`src/rtl/intp_presenter.sv`:
```
module intp_presenter #(
  parameter int SRC_W   = 24,
  parameter int PRIO_W  = 8,
  parameter int IPI_NUM = 2
) (
  input  logic                    clk,
  input  logic                    rst_n,
  input  logic                    req_valid,
  input  logic [SRC_W-1:0]        req_src,
  input  logic [PRIO_W-1:0]       req_prio,
  input  logic                    op_valid,
  input  logic [1:0]              op_code,
  input  logic [PRIO_W+SRC_W-1:0] op_data,
  output logic [PRIO_W+SRC_W-1:0] acc_data,
  output logic                    irq_out,
  output logic                    rej_valid,
  output logic [SRC_W-1:0]        rej_src,
  output logic                    eoi_valid,
  output logic [SRC_W-1:0]        eoi_src,
  output logic                    resend_req
);
  localparam logic [PRIO_W-1:0] NONE = '1;
  localparam logic [SRC_W-1:0]  IPI  = SRC_W'(IPI_NUM);
  localparam logic [1:0] OP_ACC = 2'd0, OP_CPPR = 2'd1, OP_MFRR = 2'd2, OP_EOI = 2'd3;

  logic [PRIO_W-1:0] cppr, pend_prio, ipi_prio;
  logic [SRC_W-1:0]  pend_src;
  logic              pend_ext;

  logic [PRIO_W-1:0] n_cppr, n_pp, n_ipi;
  logic [SRC_W-1:0]  n_src, n_rej_src, n_eoi_src;
  logic              n_ext, n_rej, n_eoi, n_res, ipi_chk;

  assign acc_data = {cppr, pend_src};

  always_comb begin
    n_cppr = cppr; n_pp = pend_prio; n_ipi = ipi_prio; n_src = pend_src; n_ext = pend_ext;
    n_rej = 1'b0; n_rej_src = '0; n_eoi = 1'b0; n_eoi_src = '0; n_res = 1'b0; ipi_chk = 1'b0;
    if (op_valid) begin
      if (req_valid && req_src != '0) n_res = 1'b1;
      case (op_code)
        OP_ACC: begin
          n_cppr = pend_prio; n_src = '0; n_pp = NONE; n_ext = 1'b0;
        end
        OP_CPPR: begin
          n_cppr = op_data[PRIO_W-1:0];
          if (n_cppr < cppr && pend_src != '0 && n_cppr <= pend_prio) begin
            n_rej = pend_ext; n_rej_src = pend_ext ? pend_src : '0;
            n_src = '0; n_pp = NONE; n_ext = 1'b0;
          end
          n_res = 1'b1; ipi_chk = 1'b1;
        end
        OP_MFRR: begin
          n_ipi = op_data[PRIO_W-1:0]; ipi_chk = 1'b1;
        end
        default: begin
          n_cppr = op_data[PRIO_W+SRC_W-1:SRC_W];
          if (op_data[SRC_W-1:0] != '0) begin
            n_eoi = 1'b1; n_eoi_src = op_data[SRC_W-1:0];
          end
          n_res = 1'b1; ipi_chk = 1'b1;
        end
      endcase
    end else if (req_valid && req_src != '0) begin
      if (req_prio >= cppr || (pend_src != '0 && pend_prio <= req_prio)) begin
        n_rej = 1'b1; n_rej_src = req_src;
      end else begin
        if (pend_src != '0 && pend_ext) begin
          n_rej = 1'b1; n_rej_src = pend_src;
        end
        n_src = req_src; n_pp = req_prio; n_ext = 1'b1;
      end
    end
    if (ipi_chk && n_ipi < n_cppr && !(n_src != '0 && n_pp <= n_ipi)) begin
      if (n_src != '0 && n_ext) begin
        n_rej = 1'b1; n_rej_src = n_src;
      end
      n_src = IPI; n_pp = n_ipi; n_ext = 1'b0;
    end
  end

  always_ff @(posedge clk) begin
    if (!rst_n) begin
      cppr <= '0; pend_src <= '0; pend_prio <= NONE; ipi_prio <= NONE; pend_ext <= 1'b0;
      irq_out <= 1'b0; rej_valid <= 1'b0; rej_src <= '0;
      eoi_valid <= 1'b0; eoi_src <= '0; resend_req <= 1'b0;
    end else begin
      cppr <= n_cppr; pend_src <= n_src; pend_prio <= n_pp; ipi_prio <= n_ipi; pend_ext <= n_ext;
      irq_out <= n_src != '0;
      rej_valid <= n_rej; rej_src <= n_rej_src;
      eoi_valid <= n_eoi; eoi_src <= n_eoi_src; resend_req <= n_res;
    end
  end

  AST_LINE_TRACKS_PEND: assert property (@(posedge clk) disable iff (!rst_n)
    irq_out == (acc_data[SRC_W-1:0] != '0));
  AST_PEND_HAS_PRIO: assert property (@(posedge clk) disable iff (!rst_n)
    (pend_src == '0) == (pend_prio == NONE));
  AST_ACCEPT_DROPS: assert property (@(posedge clk) disable iff (!rst_n)
    op_valid && op_code == OP_ACC |=> !irq_out && acc_data[SRC_W-1:0] == '0);
  AST_REJ_NONZERO: assert property (@(posedge clk) disable iff (!rst_n)
    rej_valid |-> rej_src != '0);
  AST_RESEND_AFTER: assert property (@(posedge clk) disable iff (!rst_n)
    op_valid && (op_code == OP_CPPR || op_code == OP_EOI) |=> resend_req);
  AST_EOI_CPPR: assert property (@(posedge clk) disable iff (!rst_n)
    op_valid && op_code == OP_EOI |=> acc_data[PRIO_W+SRC_W-1:SRC_W] == $past(op_data[PRIO_W+SRC_W-1:SRC_W]));
  AST_ZERO_SRC_IDLE: assert property (@(posedge clk) disable iff (!rst_n)
    !op_valid && req_valid && req_src == '0 |=> $stable(acc_data) && !rej_valid);
endmodule

```
`config.mk`:
```
export PLATFORM = sky130hd
export DESIGN_NAME = intp_presenter
export DESIGN_NICKNAME = d
export VERILOG_FILES = /design/src/rtl/intp_presenter.sv
export SDC_FILE = /design/constraint.sdc
export NUM_CORES = 1
export LEC_CHECK = 0
export BUFFER_PORTS_ARGS = -buffer_cell sky130_fd_sc_hd__buf_2
export CORE_ASPECT_RATIO = 0.6
export CORE_MARGIN = 2
export CORE_UTILIZATION = 33
export DETAILED_ROUTE_END_ITERATION = 10
export PLACE_DENSITY = 0.53
export SYNTH_ARGS = -nofsm -noshare
export SYNTH_HDL_FRONTEND = slang
export SYNTH_SLANG_ARGS = --single-unit
export TNS_END_PERCENT = 10
```
`constraint.sdc`:
```
create_clock -name clk -period 4.84 [get_ports clk]
set_input_delay 0.968 -clock clk [delete_from_list [all_inputs] [get_ports clk]]
set_output_delay 0.968 -clock clk [all_outputs]
set_load 0.03 [all_outputs]
```
## Yosys cells after proc, flatten, opt, wreduce, memory -nomap -nowiden

Index checks and enable logic that the tools add are counted.

| word-level totals | value |
|---|---|
| register bits after elaboration | 101 |
| output and inout port bits | 84 |
| bits of input ports | 70 |

| cells by class | value |
|---|---|
| order comparisons | 6 |
| equality and inequality tests | 2 |
| mux-type cells | 43 |
| bitwise logic cells | 3 |
| reduce and logical (&&, ||, !) cells | 22 |

Operators with widths:

| kind | number |
|---|---|
| $mux 24 | 14 |
| $reduce_bool 24->1 | 5 |
| $mux 8 | 8 |
| $pmux 24 s2 | 1 |
| $le 8x8->1 | 3 |
| $pmux 8 s3 | 1 |
| $mux 1 | 17 |
| $lt 8x8->1 | 2 |
| $pmux 8 s2 | 1 |
| $logic_and 1x1->1 | 9 |
| $ge 8x8->1 | 1 |
| $reduce_or 6->1 | 1 |
| $reduce_or 5->1 | 1 |
| $reduce_or 2->1 | 2 |
| $not 1->1 | 3 |
| $eq 2x1->1 const B | 1 |
| $eq 2x2->1 const B | 1 |
| $logic_not 2->1 | 1 |
| $pmux 1 s2 | 1 |
| $reduce_and 2->1 | 1 |
| $logic_not 1->1 | 1 |
| $logic_or 1x1->1 | 1 |

## Logic depth before layout (Yosys ltp)

Gate-level depths: netlist (run 1).

| depth | value |
|---|---|
| word-level depth | 12 |
| depth in mapped cells | 18 |
| gate-level depth less buffers | 16 |

## Least setup slack after synthesis (run 1)

Ideal clock, no wire load.

| timing | value |
|---|---|
| kind | in2reg |
| start point | in req_prio[1] |
| end point | reg pend_src[1] |
| slack | 449 ps |
| arrival time | 4258 ps |
| cell stages on the path | 18 |
| path buffers | 2 |
| cell sequence | inv_1 ha_1 nor2b_1 o211ai_1 a21oi_1 o311ai_2 mux2i_1 a2bb2oi_1 ha_1 a21o_1 a21oi_1 nand2b_1 o21ai_0 o211a_1 buf_2 or2_1 clkbuf_1 a21oi_1 |

| between the ends | value |
|---|---|
| cells in the longest elaborated chain, start to end | 11 |

RTL lines:

| item | RTL line | source |
|---|---|---|
| start, declared | 10 | `input logic [PRIO_W-1:0] req_prio,` |
| $le 8x8->1 | 65 | `if (req_prio >= cppr \|\| (pend_src != '0 && pend_prio <= req_prio)) begin` |
| $logic_and 1x1->1 | 65 |  |
| $logic_or 1x1->1 | 65 |  |
| $mux 8 / $mux 24 (equally long branches) | 65 |  |
| $mux 8 / $mux 24 (equally long branches) | 64 | `end else if (req_valid && req_src != '0) begin` |
| $mux 8 / $mux 24 (equally long branches) | 39 | `if (op_valid) begin` |
| $le 8x8->1 / $reduce_bool 24->1 (equally long branches) | 74 | `if (ipi_chk && n_ipi < n_cppr && !(n_src != '0 && n_pp <= n_ipi)) begin` |
| $logic_and 1x1->1 | 74 |  |
| $logic_not 1->1 | 74 |  |
| $logic_and 1x1->1 | 74 |  |
| $mux 24 (*) | 74 |  |
| end signal, assigned | 88 | `cppr <= n_cppr; pend_src <= n_src; pend_prio <= n_pp; ipi_prio <= n_ipi; pend_ext <= n_ext;` |
| end, declared | 27 | `logic [SRC_W-1:0] pend_src;` |

Mark *: on every way between the ends. The rest lies on a longest branch, timed or not.
A chain may end at the register's enable or synchronous reset.

## Worst setup path in the final report (run 1)

| timing | value |
|---|---|
| start point | in op_data[3] |
| end point | reg rej_src[18] |

| between the ends | value |
|---|---|
| cells in the longest elaborated chain, start to end | 11 |

RTL lines:

| item | RTL line | source |
|---|---|---|
| start, declared | 13 | `input logic [PRIO_W+SRC_W-1:0] op_data,` |
| $lt 8x8->1 | 47 | `if (n_cppr < cppr && pend_src != '0 && n_cppr <= pend_prio) begin` |
| $logic_and 1x1->1 (2 in series) | 47 |  |
| $mux 8 / $mux 24 (equally long branches) | 47 |  |
| $pmux 8 s2 / $pmux 24 s2 (equally long branches) | 41 | `case (op_code)` |
| $mux 8 / $mux 24 (equally long branches) | 39 |  |
| $le 8x8->1 / $reduce_bool 24->1 (equally long branches) | 74, 75 |  |
| $logic_and 1x1->1 | 74 |  |
| $logic_not 1->1 | 74 |  |
| $logic_and 1x1->1 | 74 |  |
| $mux 24 (*) | 74 |  |
| end signal, assigned | 90 | `rej_valid <= n_rej; rej_src <= n_rej_src;` |
| end, declared | 17 | `output logic [SRC_W-1:0] rej_src,` |

Marked as above.

==> reports/results.ini, run 1 <==
[sta]
hold_violations=0
fmax_mhz=221.3
skew_ns=0.006949
finalMaxSlewViolations=0
setup_slack_ns=0.3204
finalCritPeriodShare=0.9338
setup_viol=0
rsz0062_at_grt=false
slew_headroom=0.3533
worst_slew_pin_slew_ns=0.9666
post-route-min-period_ns=4.520

[layout]
drive_gt1_frac=0.3154
fill_cells=1528
multiInputGateArea_sq_mm=0.003049
fin_util=0.4374
areaGrowthSynthToFinish_pct=27.73
regArea_sq_mm=0.002022
antenna_cells=0
nets=834

[routing]
drc=0
vias_per_cell=5.398
dr.pass1.iters=5
ant_nets=0
wl_per_cell_microns=19.65
drt_iter0_drc=318
via_count=4999
finalWirelength_microns=18200

[critical_path]
path_class=input port to register
crit_required_ns=5.07
crit_fanout=25
end_kind=register
cp_data_arrival_time_ns=4.75
startpoint_type=input port

[placed_design]
dp_slack_ns=-0.1281
gp_congestion=0.9809
post-dp-hpwl_microns=14290
io_buffers=153

[floorplan]
coreArea_sq_mm=0.01555
start_util=0.3425
fp.dieH_microns=102.4
die-width_microns=168.0
design.die.area_sq_mm=0.01720
rows=35
io_pins=154

[yosys]
postSynthAreaPerCell_sq_um=9.610
synth_area_sq_mm=0.005324
yosysWarnings=0
yosysTopAreaCell=dfxtp_1
yosysUniqueCellTypes=52
synth_top_cell_area_share=0.3798
synth.top_cells.by_area=dfxtp_1 (38%), ha_1 (11%), mux2i_1 (8.6%), o32ai_2 (5.5%), a22oi_1 (4.5%)
synthArstFlopShare=0
yosysSeqAreaShare=0.3798
syn_inst=554
synth_flop_cell=dfxtp_1
synth_edf_count=0
ys_ff_latch=101
syn_nets=670

[global_routing]
overflow=0
antenna_found_initial=0
grt_start_max_net_pins=44
grtUsageTotal=0.2112
first_global_vias=4668
grt_pass1_wl_microns=27630

[run_status]
status=finished clean

[clock_network]
cts_buffer_depth=2
numClockSinks=101
cts_tree=done
ctsHoldBuffers=0
root_buffer=clkbuf_16
clock_latency_ns=0.35
clkTransAtPathRegs_ns=0.08
cts_made_buffers=9
htreeDepth=3

[pwr]
p_leak_nw=3.268
p_per_area_mw_per_mm2=335.5
irDropWorstVdd_mv=0.1740
power_mw=2.282

[run]
cap_viol_max_count=0

[worst_hold_path]
hp-class=register to register

[cell usage after synthesis, types with 7 or more instances]
library cell,n
nand4_1,8
and2_1,26
nor3_1,31
a21oi_1,17
clkbuf_1,19
o32ai_2,18
inv_1,35
mux2i_1,46
a211o_1,9
nor4_1,18
nor2_1,18
dfxtp_1,101
ha_1,46
a2bb2oi_1,7
a22oi_1,32
nand2_1,28
o21ai_0,17
[critical path, stage by stage]
cell	delay (ns)
buf_2	0.16
ha_1	0.33
and4_1	0.22
nand2b_1	0.08
a221oi_1	0.36
a31oi_1	0.22
o21ai_1	0.18
buf_4	0.18
a2bb2oi_1	0.38
ha_1	0.32
nand4_1	0.10
nor2_1	0.04
a22oi_1	0.17
o21ai_0	0.15
a2111o_1	0.41
buf_12	0.19
o32ai_1	0.28
[flip-flops by register name, summed over array words and instances (netlist names)]
name,flops
cppr,8
eoi_src,24
eoi_valid,1
ipi_prio,8
irq_out,1
pend_ext,1
pend_prio,8
pend_src,24
rej_src,24
rej_valid,1
resend_req,1
[stage by stage]
stage	hold slack, ns	area, sq um	TNS [ns]	std cells
finish	0.4702	6800	0	926
detailed placement	0.4577	6467	-1.162	910
CTS	0.4701	6784	0	926
global route	0.4911	6800	0	926
floorplan	0.4341	5324	0	554
global placement	0.4469	6467	-2.340	910
[routing by layer]
metal / share of wire / wire length (microns) / track usage / up-vias
li1: - / - / - / 2410
met1: 0.54 / 9883 / 0.3407 / 2416
met2: 0.39 / 7129 / 0.2870 / 164
met3: 0.059 / 1073 / 0.03718 / 9
met4: 0.0062 / 113 / 0.03746 / 0
met5: 0 / 0 / 0 / -
[worst paths after layout]
| kind | from | to | slack, ns | depth (start not counted) |
|---|---|---|---|---|
| setup reg to reg | pend_prio[3] | rej_src[18] | 0.50 | 17 |
| hold reg to reg | pend_ext | pend_ext | 0.47 | 2 |
| hold / removal | pend_ext | pend_ext | 0.47 | 2 |
| setup / recovery | op_data[3] | rej_src[18] | 0.32 | 17 |
[power breakdown]
part           leakage (nW)  internal, mW  switching [mW]
clock network         0.157         0.416           0.357
registers             0.821         0.869          0.0442
logic                  2.29         0.232           0.363
total                  3.27          1.52           0.764
[final cells by class]
type                       count  share of cell area
sequential                   101              0.2973
multi-input combinational    385              0.4484
clock buffer                   9             0.03312
clock inverter                 7             0.01343
inverter                      38             0.02098
timing repair buffer         183              0.1494
tap                          203             0.03735
[cells by family after synthesis]
group                    after synthesis  synth area share
multiplexers                          47           0.08907
AND/OR/NAND/NOR                      150            0.1490
adder cells (fa/ha/maj)               46            0.1081
buffers and inverters                 68           0.05217
flip-flops                           101            0.3798
AO/OA/AOI/OAI                        142            0.2219
[cells in the final DEF, fill, tap and decap left out, types with 3 or more instances in the layout]
master     netlist  routed
a22oi_1         32      32
nor4_1          18      17
a21oi_1         17      16
a211o_1          9       9
ha_1            46      46
o21a_1           5       5
nor2b_1          6       6
a2bb2oi_1        7       7
and4_1           3       3
mux2i_1         46      46
o211ai_1         5       5
dfxtp_1        101     101
a21o_1           3       3
inv_1           35      35
buf_4            4      28
o21ai_0         17      17
o32ai_2         18      18
o21ai_1          3       3
nand2b_1         5       5
buf_2            6     153
a31oi_1          3       3
nor3_1          31      31
nand4_1          8       8
clkbuf_16        0       9
nor2_1          18      17
nand2_1         28      27
and2_1          26      26
o32ai_1          5       5
[repair_timing]
| item | in CTS | in global routing |
|---|---|---|
| setup buffers | 0 | 0 |
| hold endpoints to repair | 0 | 0 |
| setup endpoints to repair | 0 | 46 |
| resized for setup | 0 | 2 |
No activity file was read; power rests on OpenSTA's default activity.
==> run 2: changes to the inputs <==
==> constraint.sdc (replaced) <==
create_clock -name clk -period 5.8 [get_ports clk]
set_input_delay 1.16 -clock clk [delete_from_list [all_inputs] [get_ports clk]]
set_output_delay 1.16 -clock clk [all_outputs]
set_load 0.03 [all_outputs]
==> run 2 against run 1 <==
Compared with the run above: first-iteration DRC count grew 54%; via count grew 0.38%; sequential share of layout area grew 0.60 points; clock skew grew 0.0020 ns; utilization shrank 0.87 points; cell count shrank 1.5%; flip-flop and latch count is the same; combinational power shrank 18%; hold slack lost 0.012 ns; non-clock buffer count shrank 14; largest cell class unchanged.
==> reports/results.ini, run 2 (synthesized netlist as in run 1, its figures left out) <==
[run_status]
status=finished clean

[global_routing]
grtUsageTotal=0.2152
antenna_found_initial=0
overflow=0
grt.met1_usage=0.3404
first_global_vias=4782
met2_usage=0.2924
grt_start_max_net_pins=36
top_usage_layer=met1
grtUsageMet3=0.04725
grt_pass1_wl_microns=28130

[critical_path]
cpMostUsedCell=nand4_1
cp_data_arrival_time_ns=5.37
worstPathCellList=buf_2, nor4_1, buf_4, nand4_1, o21a_1, o311ai_2, mux2i_1, a2bb2oi_1, ha_1, nand4_1, nor2_1, a22oi_1, o21ai_0, o211a_1, or2_1, a211o_1
slowest_stage=nor4_1
startpoint_type=input port
crit_required_ns=6.04
end_kind=register
path_class=input port to register
crit_fanout=10
max_stage_delay_ns=0.60

[run]
cap_viol_max_count=0

[layout]
reg_top3=eoi_src: 24 flops, pend_src: 24 flops, rej_src: 24 flops
areaGrowthSynthToFinish_pct=25.19
antenna_cells=0
multiInputGateArea_sq_mm=0.003033
drive_gt1_frac=0.3004
fill_cells=1554
nets=820
mostFrequentLayoutCells=buf_2 (153), dfxtp_1 (101), mux2i_1 (46), ha_1 (46), inv_1 (35)
final_common_cell=buf_2
fin_util=0.4287
regArea_sq_mm=0.002022

[pwr]
power_mw=1.912
irDropWorstVdd_mv=0.1961
p_per_area_mw_per_mm2=286.9
p_leak_nw=3.193

[routing]
via_count=5018
vias_per_cell=5.502
dr.pass1.iters=5
drt_iter0_drc=490
wl_per_cell_microns=20.40
ant_nets=0
finalWirelength_microns=18610
drc=0

[placed_design]
gp_congestion=0.8959
post-dp-hpwl_microns=14280
io_buffers=153

[clock_network]
clock_latency_ns=0.35
post_cts_resized=0
cts_setup_buffers=0
numClockSinks=101
clkTransAtPathRegs_ns=0.07
cts_buffer_depth=2
cts_made_buffers=9
htreeDepth=3
ctsHoldBuffers=0
cts_tree=done
root_buffer=clkbuf_16

[sta]
finalSetupTns_ns=0
skew_ns=0.008945
fmax_mhz=194.7
post-route-min-period_ns=5.136
slew_headroom=0.1611
finalCritPeriodShare=0.8855
hold_violations=0
setup_viol=0
finalMaxSlewViolations=0
rsz0062_at_grt=false
worst_slew_pin_slew_ns=1.258

[floorplan]
rows=35
start_util=0.3425
fp.dieH_microns=102.4
die-width_microns=168.0
design.die.area_sq_mm=0.01720
io_pins=154
coreArea_sq_mm=0.01555

[worst_hold_path]
hp-class=register to register

==> run 2: cell count changes in the layout (fill, tap and decap cells not counted), sizes merged <==
cell / delta
buf: -14
clkbuf: +1
clkinv: -1
==> run 2: path summary, 6_finish.rpt <==
path              cells past startpoint  slack [ns]            to          from
setup / recovery                     16        0.66  pend_prio[1]    req_src[1]
hold / removal                        2        0.46      pend_ext      pend_ext
setup reg to reg                     16        1.14  pend_prio[1]  pend_prio[5]
hold reg to reg                       2        0.46      pend_ext      pend_ext
==> run 2: layer usage <==
metal  up-vias  share of wire  wire length, microns
met3        11          0.080                  1481
met2       213           0.40                  7374
met4         0         0.0078                   146
li1       2375              -                     -
met1      2419           0.52                  9604
met5         -              0                     0
==> run 2: layout make-up <==
class	instances	share of cell area
Timing Repair Buffer	169	0.1329
Sequential cell	101	0.3034
Tap cell	203	0.03811
Clock inverter	6	0.01333
Multi-Input combinational cell	385	0.4550
Clock buffer	10	0.03586
Inverter	38	0.02140
==> run 2: where the power goes <==
group | internal, mW | switching (mW) | leakage [nW]
combinational | 0.175 | 0.310 | 2.21
sequential | 0.725 | 0.0313 | 0.821
clock | 0.362 | 0.309 | 0.162
==> run 2: worst max-delay path, delay by kind of cell <==
kind | cells | cell delay, ns
mux | 1 | 0.29
fa+ha+maj | 1 | 0.34
compound gates | 7 | 1.92
simple gates | 5 | 1.30
buf+inv | 2 | 0.36
==> run 2: stage by stage <==
stage	instances	hold WS (ns)	cell area [sq um]	setup WS [ns]
6_report	912	0.4578	6665	0.6644
5_1_grt	912	0.4843	6665	0.5191
4_1_cts	912	0.4590	6665	0.8293
3_5_place_dp	896	0.4443	6337	0.4731
3_3_place_gp	896	0.4464	6337	0.4414
2_1_floorplan	554	0.4341	5324	1.217
==> run 3: changes to the inputs <==
--- a/config.mk
+++ b/config.mk
@@ -9,8 +9,10 @@
 export CORE_ASPECT_RATIO = 0.6
 export CORE_MARGIN = 2
 export CORE_UTILIZATION = 33
+export CTS_CLUSTER_DIAMETER = 30
 export DETAILED_ROUTE_END_ITERATION = 10
-export PLACE_DENSITY = 0.53
+export GPL_ROUTABILITY_DRIVEN = 0
+export PLACE_DENSITY = 0.55
 export SYNTH_ARGS = -nofsm -noshare
 export SYNTH_HDL_FRONTEND = slang
 export SYNTH_SLANG_ARGS = --single-unit
==> constraint.sdc (replaced) <==
create_clock -name clk -period 4.3 [get_ports clk]
set_input_delay 0.86 -clock clk [delete_from_list [all_inputs] [get_ports clk]]
set_output_delay 0.86 -clock clk [all_outputs]
set_load 0.03 [all_outputs]
==> run 3 against run 2 <==
Compared with the run above: critical path depth up 3; combinational power up 59%; hold slack better by 0.016 ns; global-route usage down 0.090 points; first-iteration DRC count down 22%.
==> reports/results.ini, run 3 (synthesized netlist as in run 1, its figures left out) <==
[layout]
final_common_cell=buf_2
antenna_cells=0
mostFrequentLayoutCells=buf_2 (153), dfxtp_1 (101), buf_4 (75), ha_1 (46), mux2i_1 (45)
final_cell_area_sq_mm=0.007242
nets=882
drive_gt1_frac=0.3722
reg_top3=eoi_src: 24 flops, pend_src: 24 flops, rej_src: 24 flops
regArea_sq_mm=0.002022
multiInputGateArea_sq_mm=0.003132
areaGrowthSynthToFinish_pct=36.03
fill_cells=1500

[floorplan]
design.die.area_sq_mm=0.01720
io_pins=154
fp.dieH_microns=102.4
coreArea_sq_mm=0.01555
start_util=0.3425
die-width_microns=168.0
rows=35

[pwr]
irDropWorstVdd_mv=0.2622
p_leak_nw=3.496
p_per_area_mw_per_mm2=363.8

[sta]
fmax_mhz=239.1
rsz0062_at_grt=true
setup_viol=0
worst_slew_pin_slew_ns=0.6686
finalMaxSlewViolations=0
post-route-min-period_ns=4.182
finalCritPeriodShare=0.9727
setup_slack_ns=0.1176
slew_headroom=0.5543
hold_ws_ns=0.4739
skew_ns=0.007486
hold_violations=0

[clock_network]
ctsHoldBuffers=0
cts_tree=done
cts_buffer_depth=2
clkTransAtPathRegs_ns=0.07
root_buffer=clkbuf_16
numClockSinks=101
cts_made_buffers=9
clock_latency_ns=0.35
htreeDepth=3

[routing]
drc=0
ant_nets=0
wl_per_cell_microns=19.46
drt_iter0_drc=382
via_count=5238
dr.pass1.iters=6
finalWirelength_microns=18960
vias_per_cell=5.378

[global_routing]
grtUsageTotal=0.2143
antenna_found_initial=0
overflow=0
grt_start_max_net_pins=43
grt_pass1_wl_microns=28480
first_global_vias=4948

[critical_path]
startpoint_type=input port
crit_required_ns=4.53
r2r_slack_ns=0.21
crit_fanout=9
end_kind=register
reg2reg_from=pend_src[0]
reg2reg_depth=17
path_class=input port to register
cp_data_arrival_time_ns=4.42
r2r_end=rej_src[18]

[placed_design]
io_buffers=153
post-dp-hpwl_microns=14730
dp_slack_ns=-0.5317
dpl_cell_area_sq_mm=0.006840

[worst_hold_path]
holdPathEnd=pend_ext
min_from=pend_ext
hp-class=register to register
whs_path_depth=2

[run]
cap_viol_max_count=0

[run_status]
status=finished clean

==> run 3: changes by cell type in the layout (fill, tap and decap cells not counted), sizes merged <==
cell      before  now
inv           40   36
clkinvlp       0    1
clkbuf        10   11
clkinv         3    5
buf          169  231
==> run 3: layout make-up <==
cell class | instances | area share
clock buffers | 11 | 0.03352
clock inverters | 5 | 0.008293
inverters | 38 | 0.01970
multi-input cells | 385 | 0.4324
flip-flops and latches | 101 | 0.2792
well taps | 203 | 0.03507
repair buffers | 231 | 0.1918
==> run 3: per-stage QoR <==
stage	util	cells	power, mW	setup TNS [ns]
detailed placement	0.4400	958	1.765	-20.76
global route	0.4658	974	2.741	-0.2779
global placement	0.4400	958	1.749	-15.75
finish	0.4658	974	2.635	0
floorplan	-	554	1.451	0
CTS	0.4600	974	2.610	0
==> run 3: power breakdown <==
group	internal (mW)	switching, mW	total [mW]	leakage [nW]
Clock	0.469	0.379	0.848	0.146
Sequential	0.979	0.0359	1.01	0.821
Combinational	0.319	0.452	0.771	2.53
==> run 3: worst max-delay path by stage <==
stage / from / end / slack [ns] / cells after the start
global placement: req_prio[0] / pend_src[5] / -0.39 / 18
detailed placement: op_data[3] / pend_src[13] / -0.53 / 17
floorplan: req_prio[1] / pend_src[1] / 0.02 / 18
global route: req_prio[0] / rej_src[23] / -0.05 / 19
finish: req_prio[1] / pend_prio[3] / 0.12 / 19
CTS: op_data[3] / pend_prio[3] / 0.07 / 18
==> run 3: worst max-delay path: stages <==
cell and delay, ns:
buf_2 0.12, inv_1 0.05, ha_1 0.29, nor2b_1 0.14, o211ai_1 0.21, a21oi_2 0.14
o311ai_4 0.36, buf_12 0.17, mux2i_2 0.24, a2bb2oi_2 0.10, ha_1 0.32, a21o_1 0.18
a21oi_1 0.22, nand2b_1 0.10, o21ai_1 0.16, o211a_1 0.22, buf_4 0.18, nor3_1 0.06
a211o_1 0.29
==> run 3: what timing repair did <==
item / CTS / global route
pin swaps: 0 / 1
gates resized for setup: 2 / 16
buffers inserted: 0 / 0
endpoints found under the setup margin: 25 / 58
==> run 3: layer usage <==
layer / up-vias / track usage / part of all wire
li1: 2508 / - / -
met1: 2535 / 0.3185 / 0.51
met2: 180 / 0.3112 / 0.41
met3: 15 / 0.05732 / 0.071
met4: 0 / 0.03813 / 0.0082
met5: - / 0 / 0
